$ cat src/rtl/irq_vectorer.sv
module irq_vectorer #(
  parameter int NSRC = 17,
  parameter logic [NSRC-1:0] AUTOCLR = NSRC'(17'h00011),
  parameter logic [15:0] VBASE = 16'h0003,
  parameter int VSTEP = 8,
  localparam int NB = (NSRC + 7) / 8,
  localparam int PW = NB * 8,
  localparam int IW = $clog2(NSRC),
  localparam int SW = $clog2(3 * NB + 1)
) (
  input  logic            clk,
  input  logic            rst,
  input  logic [NSRC-1:0] src_evt,
  input  logic            reg_we,
  input  logic [SW-1:0]   reg_sel,
  input  logic [7:0]      reg_wdata,
  output logic [7:0]      reg_rdata,
  input  logic            ib_stb,
  input  logic            ib_short,
  input  logic            vec_ack,
  input  logic            ret_stb,
  output logic            irq_req,
  output logic [IW-1:0]   irq_idx,
  output logic [15:0]     irq_vec,
  output logic            irq_hi,
  output logic            svc_hi,
  output logic            svc_lo
);

  logic [NSRC-1:0] flag_q, flag_n, en_q, en_n, pri_q, pri_n, grace_q, grace_n;
  logic            ge_q, ge_n, ge_grace;
  logic [NSRC-1:0] en_eff, elig, hi_m, lo_m;
  logic            hi_any, lo_any, take, win_hi, arb;
  logic [IW-1:0]   hi_w, lo_w, win;
  logic [PW-1:0]   fl_v, en_v, pr_v;
  int              sel_i;

  assign sel_i = int'(reg_sel);
  assign irq_vec = VBASE + 16'(int'(irq_idx) * VSTEP);

  always_comb begin
    flag_n = flag_q;
    en_n   = en_q;
    pri_n  = pri_q;
    for (int i = 0; i < NSRC; i++) begin
      if (reg_we && sel_i == i / 8)          flag_n[i] = reg_wdata[i % 8];
      if (reg_we && sel_i == NB + i / 8)     en_n[i]   = reg_wdata[i % 8];
      if (reg_we && sel_i == 2 * NB + i / 8) pri_n[i]  = reg_wdata[i % 8];
      if (vec_ack && irq_req && AUTOCLR[i] && int'(irq_idx) == i) flag_n[i] = 1'b0;
    end
    flag_n = flag_n | src_evt;
    ge_n = (reg_we && sel_i == 3 * NB) ? reg_wdata[7] : ge_q;
  end

  assign grace_n = (ib_stb ? '0 : grace_q) | (en_q & ~en_n);

  assign en_eff = en_q | (grace_q & {NSRC{ib_short}});
  assign elig   = flag_q & en_eff & {NSRC{ge_q | (ge_grace & ib_short)}};
  assign hi_m   = elig & pri_q;
  assign lo_m   = elig & ~pri_q;

  always_comb begin
    hi_any = 1'b0;
    lo_any = 1'b0;
    hi_w   = '0;
    lo_w   = '0;
    for (int i = NSRC - 1; i >= 0; i--) begin
      if (hi_m[i]) begin hi_any = 1'b1; hi_w = IW'(i); end
      if (lo_m[i]) begin lo_any = 1'b1; lo_w = IW'(i); end
    end
  end

  assign arb    = ib_stb && !irq_req && !ret_stb;
  assign win_hi = hi_any && !svc_hi;
  assign take   = arb && (win_hi || (lo_any && !svc_hi && !svc_lo));
  assign win    = win_hi ? hi_w : lo_w;

  always_ff @(posedge clk) begin
    if (rst) begin
      flag_q   <= '0;
      en_q     <= '0;
      pri_q    <= '0;
      grace_q  <= '0;
      ge_q     <= 1'b0;
      ge_grace <= 1'b0;
      irq_req  <= 1'b0;
      irq_idx  <= '0;
      irq_hi   <= 1'b0;
      svc_hi   <= 1'b0;
      svc_lo   <= 1'b0;
    end else begin
      flag_q   <= flag_n;
      en_q     <= en_n;
      pri_q    <= pri_n;
      grace_q  <= grace_n;
      ge_q     <= ge_n;
      ge_grace <= (ib_stb ? 1'b0 : ge_grace) | (ge_q & ~ge_n);
      if (vec_ack && irq_req) begin
        irq_req <= 1'b0;
      end else if (take) begin
        irq_req <= 1'b1;
        irq_idx <= win;
        irq_hi  <= win_hi;
      end
      if (ret_stb) begin
        if (svc_hi) svc_hi <= 1'b0;
        else        svc_lo <= 1'b0;
      end
      if (vec_ack && irq_req) begin
        if (irq_hi) svc_hi <= 1'b1;
        else        svc_lo <= 1'b1;
      end
    end
  end

  assign fl_v = PW'(flag_q | src_evt);
  assign en_v = PW'(en_q);
  assign pr_v = PW'(pri_q);

  always_comb begin
    reg_rdata = 8'h00;
    if (sel_i < NB)              reg_rdata = fl_v[sel_i * 8 +: 8];
    else if (sel_i < 2 * NB)     reg_rdata = en_v[(sel_i - NB) * 8 +: 8];
    else if (sel_i < 3 * NB)     reg_rdata = pr_v[(sel_i - 2 * NB) * 8 +: 8];
    else if (sel_i == 3 * NB)    reg_rdata = {ge_q, 7'b0};
  end

endmodule


$ cat config.mk
export PLATFORM = sky130hd
export DESIGN_NAME = irq_vectorer
export DESIGN_NICKNAME = d
export VERILOG_FILES = /design/src/rtl/irq_vectorer.sv
export SDC_FILE = /design/constraint.sdc
export NUM_CORES = 1
export LEC_CHECK = 0
export BUFFER_PORTS_ARGS = -buffer_cell sky130_fd_sc_hd__buf_2
export CAP_MARGIN = 20
export CORE_UTILIZATION = 52
export CTS_CLUSTER_DIAMETER = 150
export DETAILED_ROUTE_END_ITERATION = 10
export HOLD_SLACK_MARGIN = 0.08
export PLACE_DENSITY = 0.81
export SKIP_LAST_GASP = 1
export SLEW_MARGIN = 0
export SYNTH_ARGS = -nofsm -noshare
export SYNTH_HDL_FRONTEND = slang
export SYNTH_SLANG_ARGS = --single-unit
export TNS_END_PERCENT = 50
$ cat constraint.sdc
create_clock -name clk -period 2.35 [get_ports clk]
set_input_delay 0.3525 -clock clk [delete_from_list [all_inputs] [get_ports clk]]
set_output_delay 0.3525 -clock clk [all_outputs]
set_load 0.05 [all_outputs]
---- After elaboration in Yosys (flattened, before gate mapping) ----
Cells that the tools add are included.
word-level totals
  output and inout port bits .............. 33
  flip-flop bits (word level) ............. 79
  bits in writable memories ............... 0
  bits in latches ......................... 0
  bits in read-only memories .............. 0
  memories ................................ 0
cells by class
  reductions and logical operators ........ 28
  order comparisons ....................... 3
  multipliers ............................. 0
  shift-type cells ........................ 3
  divide/modulo/power cells ............... 0
  bitwise logic cells ..................... 18
  $add $sub $neg .......................... 3
  muxes and demuxes ....................... 119
  eq/ne operators ......................... 10
operators with widths
  operator                                                               count
  5-bit 2-to-1 mux                                                       35
  17-bit bitwise AND                                                     6
  1-bit 2-to-1 mux                                                       79
  24-bit by 8-bit variable part select with 8-bit output                 3
  17-bit bitwise OR                                                      4
  17-bit NOT                                                             2
  32-bit logical NOT                                                     1
  8-bit 2-to-1 mux                                                       4
  4-bit equality test, second input constant                             6
  1-bit logical AND                                                      19
  17-bit 2-to-1 mux                                                      1
  2-bit by 8-bit adder with 9-bit output, first input constant           1
  4-bit by 3-bit equality test with 1-bit output, second input constant  2
  5-bit by 4-bit equality test with 1-bit output, second input constant  1
  5-bit logical NOT                                                      1
  4-bit by 2-bit subtractor with 5-bit output, second input constant     1
  4-bit by 3-bit subtractor with 5-bit output, second input constant     1
  4-bit by 2-bit equality test with 1-bit output, second input constant  1
  1-bit logical NOT                                                      4
  4-bit by 2-bit < comparator with 1-bit output, second input constant   1
  4-bit by 3-bit < comparator with 1-bit output, second input constant   1
  4-bit < comparator, second input constant                              1
  1-bit bitwise AND                                                      2
  1-bit NOT                                                              2
  other kinds (4)                                                        5

---- Longest topological paths before layout ----
  depth in word-level cells ............... 27
  gate-level depth with buffers ........... 11
  mapped depth without buffers ............ 8

---- Worst setup path before layout ----
Ideal clock, no wire load.
  path kind ............................... input to output
  from .................................... in reg_sel[0]
  to ...................................... out reg_rdata[7]
  path buffers ............................ 2
  setup slack ............................. -0.705 ns
  required time ........................... 1.997 ns
  arrival time ............................ 2.702 ns
  cell stages on the path ................. 7
  path through ............................ clkbuf_1 inv_1 ha_1 or3b_2 clkbuf_1 o221a_2 a21oi_1
between the ends
  word-level cells in the longest chain between the ends .. 5
  elaborated cells between the ends (all ways) .. 13
  those cells by class .................... add/sub: 2; order compare: 3; eq/ne: 1; shift: 3; mux: 4
ends and longest elaborated chain
  item                                                                                        RTL line  source
  from (decl)                                                                                 15        input logic [SW-1:0] reg_sel,
  4-bit by 3-bit subtractor with 5-bit output or 4-bit equality test (tied branches)          124, 125
  24-bit by 8-bit variable part select with 8-bit output or 8-bit 2-to-1 mux (tied branches)  124, 125
  8-bit 2-to-1 mux                                                                            124       else if (sel_i < 3 * NB) reg_rdata = pr_v[(sel_i - 2 * NB) * 8 +: 8];
  8-bit 2-to-1 mux                                                                            123       else if (sel_i < 2 * NB) reg_rdata = en_v[(sel_i - NB) * 8 +: 8];
  8-bit 2-to-1 mux *                                                                          122       if (sel_i < NB) reg_rdata = fl_v[sel_i * 8 +: 8];
  to (decl)                                                                                   17        output logic [7:0] reg_rdata,
Mark *: on every way between the ends. The rest lies on a longest branch, timed or not.

---- Final worst setup path ----
  from .................................... reg ge_grace
  to ...................................... reg irq_idx[1]
between the ends
  word-level cells in the longest chain between the ends .. 26
  elaborated cells between the ends (all ways) .. 78
  those cells by class .................... mux: 67; bitwise: 5; reduce/logical: 6
ends and longest elaborated chain
  item                                  RTL line  source
  from (decl)                           31        logic ge_q, ge_n, ge_grace;
  from (signal assigned)                97        ge_grace <= (ib_stb ? 1'b0 : ge_grace) | (ge_q & ~ge_n);
  1-bit bitwise AND *                   58        assign elig = flag_q & en_eff & {NSRC{ge_q | (ge_grace & ib_short)}};
  1-bit bitwise OR *                    58
  17-bit bitwise AND *                  58
  17-bit bitwise AND                    60        assign lo_m = elig & ~pri_q;
  1-bit 2-to-1 mux (17 in series)       69        if (lo_m[i]) begin lo_any = 1'b1; lo_w = IW'(i); end
  1-bit logical AND (2 in series)       75        assign take = arb && (win_hi || (lo_any && !svc_hi && !svc_lo));
  1-bit logical OR                      75
  1-bit logical AND                     75
  2-bit AND reduction (no source line)  --
  to (signal assigned)                  102       irq_idx <= win;
  to (decl)                             23        output logic [IW-1:0] irq_idx,
Marked as above.
A chain may end at the register's enable or synchronous reset.

==> results.cfg <==
[clocking]
clk_path_buf_depth = 2
cts_max_level = 3
cts_root_buffer = clkbuf_8
cts_tree = yes
numCtsBuffers = 9
clkTransAtPathRegs_ps = 110
cts.sinks = 79
clk_latency_ps = 370
hold_buffers = 0

[placed_design]
dpl.cell_count = 839
dp_hpwl_microns = 11390
numPortBuffers = 57
place.gp.congestion = 0.9688

[flow_run]
max-cap-violations = 0

[global_routing]
grt_pass1_wl_microns = 26500
grt_max_degree = 80
track_usage_pct = 34.62
overflow = 0
antenna_found_initial = 0
grt_pass1_vias = 5290

[power_and_ir_drop]
p_clk_share_pct = 37.5
power_per_cell_area_nw_per_um2 = 461.2
total_power_mw = 2.964
leakage_nw = 2.655
p_comb_share_pct = 15.2
switchingPower_mw = 0.9266
irDropWorstVdd_v = 0.0003604
seqPwrFrac_pct = 47.3
p_int_mw = 2.038
power.share.switching_pct = 31.26

[worst_setup_path]
required_ps = 2580
reg2reg_from = ge_grace
arrival_ps = 2730
cp-startpoint = ge_grace
crit_type = flip-flop to flip-flop
reg2reg_to = irq_idx[1]
cp-end-kind = flip-flop
crit_path_start_kind = flip-flop
r2r_slack_ps = -150
cp_max_fo = 3
rr_worst_depth = 10

[detailed_routing]
first_pass_iters = 8
wirelength_microns = 17550
vias = 5683
drt_iter0_drc = 771
wl_per_cell_microns = 19.99
viasPerCell = 6.473
route.detailed.drc = 0
postRouteAntennaNets = 0

[timing]
finalSetupViolations = 6
finalClockSkew_ps = 20.89
hold_slack_ps = 212.3
final_max_slew_viol_count = 0
fin_ws_ps = -154.1
period_share_pct = 106.6
timing_hold_violations_final = 0
maxSlewHeadroom_pct = 42.52
timing.fmax_mhz = 399.3
period_needed_ps = 2504
rsz0062_at_grt = yes
worstMarginPinSlew_ps = 862.2

[final_layout]
nFillCells = 624
drive_above_1_share_pct = 32.08
area_growth_pct = 32.50
final_core_util_pct = 72.29
multi_input_area_sq_um = 3256
fin_nets = 809
finalNonFillerCells = 878
n_antenna_cell = 0
final-seq-area_sq_um = 1589

[yosys]
synthXorXnorAreaFrac_pct = 0.1806
synth_edf_count = 0
yosys.area_share.simple_pct = 30.98
yosysWarningCount = 0
synth_fa_ha_area_share_pct = 2.063
synth-seq-cells = 79
synth_async_sr_flop_share_pct = 0
synth_ff_type = dfxtp_1
synth.avg_cell_area_sq_um = 7.568
synth_top_family_by_area = simple AND/OR/NAND/NOR gates
synth_compound_area_share_pct = 20.97
synth_cells = 641
netlist_area_sq_um = 4851
muxShareOfSynthArea_pct = 4.565
seq_area_frac_synth_pct = 32.60
ys_types = 66

[floorplanning]
die_area_sq_um = 9719
ios = 69
rows = 34
fp.dieH_microns = 98.59
die_w_microns = 98.59
coreArea_sq_um = 8891
start_util_pct = 54.56

[run_status]
violations = setup timing
outcome = finished with violations

[min_path]
hold_end = flag_q[16]
min_path_cells = 3
worstHoldPathType = input port to flip-flop
min_from = src_evt[16]
flip-flops by register name, indices dropped and copies added, names as in the netlist, 5 cells and up:
signal / count
flag_q: 17
pri_q: 17
en_q: 17
grace_q: 17
irq_idx: 5
through the flow:
| stage | area (sq um) | TNS (ps) | worst slack (ps) |
|---|---|---|---|
| after detailed placement | 5617 | -4116 | -510.7 |
| after global placement | 5617 | -3227 | -371.2 |
| final | 6427 | -595.1 | -154.1 |
| after floorplan | 4938 | -29.37 | -29.37 |
| after CTS | 6241 | -105.7 | -31.15 |
| after global routing | 6427 | -1420 | -263.0 |
how the worst max path moves through the flow:
stage                   endpoint  cells after the start
floorplan           reg_rdata[0]                      6
global placement      irq_idx[1]                      9
detailed placement    irq_idx[1]                      9
CTS                 reg_rdata[7]                      9
global route          irq_idx[1]                      8
finish                irq_idx[1]                     10
cell type report:
type                            instances  share of cell area (%)
Sequential cell                        79                   24.72
Clock buffer                            9                   1.927
Multi-Input combinational cell        490                   50.65
Inverter                               33                   1.927
Clock inverter                          7                   1.324
Tap cell                              108                   2.102
Timing Repair Buffer                  152                   17.34
per-layer routing:
metal  wire length [microns]  track usage, %
met5                       0               0
met4                    1139           18.48
met1                    6564           43.90
met2                    7840           56.55
met3                    2006           5.745
worst max-delay path: stages (launching register included):
cell and delay [ps]:
dfxtp_4 390, buf_12 120, a21oi_4 70, buf_6 130
nor4b_1 480, buf_4 210, a211oi_1 50, o31ai_1 390
a211oi_1 160, o211ai_1 250, a311oi_2 130
cells in the final DEF, fill, tap and decap left out, types with 4 or more instances in the layout:
cell        n
nor2b_1     5
dfxtp_1    77
a32oi_1    15
a21oi_1    69
nor4b_2     4
inv_1      27
nor4_1      5
o21a_2      6
nand2b_1    4
nor4b_1     6
inv_2       5
conb_1     11
buf_4      83
nor4_4      4
a211oi_1   10
o221ai_2    7
buf_2      47
o21ai_0     6
or3_1       4
nand2_1   123
nor2_1     55
buf_6      21
nor3_2      8
mux2i_1    21
a31oi_1    15
clkbuf_8    9
nand3_1    15
nor3_1     20
a21oi_4     5
and3_1      5
logic make-up (layout without fill, tap and decap cells):
group                      after synthesis  count (layout)
xor gates and xnor gates                 1               1
DFF                                     79              79
and+or+nand+nor                        292             292
other                                    2              11
buffers and inverters                   84             201
muxes                                   22              22
AOI/OAI and AO/OA                      153             156
adders and majority gates                8               8
cells in the mapped netlist, types with 3 or more instances:
master,n,area (sq um)
nand4_1,3,18.77
nand3_1,15,75.07
ha_1,8,100.1
a21oi_1,70,350.3
and3_1,7,43.79
nand2b_1,4,25.02
clkbuf_1,28,105.1
o31ai_1,4,30.03
dfxtp_1,79,1582
a211oi_1,11,82.58
nor4_2,4,50.05
nor2_1,55,206.5
nor3_1,28,140.1
mux2i_1,21,210.2
nor4b_1,9,78.83
or3_1,4,25.02
o221ai_1,7,61.31
buf_4,17,127.6
o21ai_0,7,35.03
buf_6,4,45.04
nand2_1,124,465.5
a21o_1,3,22.52
o21a_1,6,45.04
nor2b_1,6,37.54
a32oi_1,15,131.4
nor4_1,5,31.28
nor3b_1,3,22.52
a31oi_1,15,93.84
inv_1,31,116.4
power by group through the flow:
| stage | logic [mW] | registers, mW | clock network, mW |
|---|---|---|---|
| final | 0.450 | 1.40 | 1.11 |
| after global routing | 0.476 | 1.40 | 1.17 |
| after CTS | 0.424 | 1.40 | 1.11 |
| after detailed placement | 0.387 | 1.43 | 0 |
| after global placement | 0.377 | 1.43 | 0 |
| after floorplan | 0.271 | 1.42 | 0 |
what timing repair did:
| action | 4_1_cts | 5_1_grt |
|---|---|---|
| pin swaps | 21 | 12 |
| resized for setup | 69 | 23 |
| endpoints found under the hold margin | 0 | 0 |
| endpoints found under the setup margin | 14 | 14 |
| setup buffers | 10 | 9 |
| cloned | 4 | 0 |
Note: power is estimated with default switching activity, not from simulation.
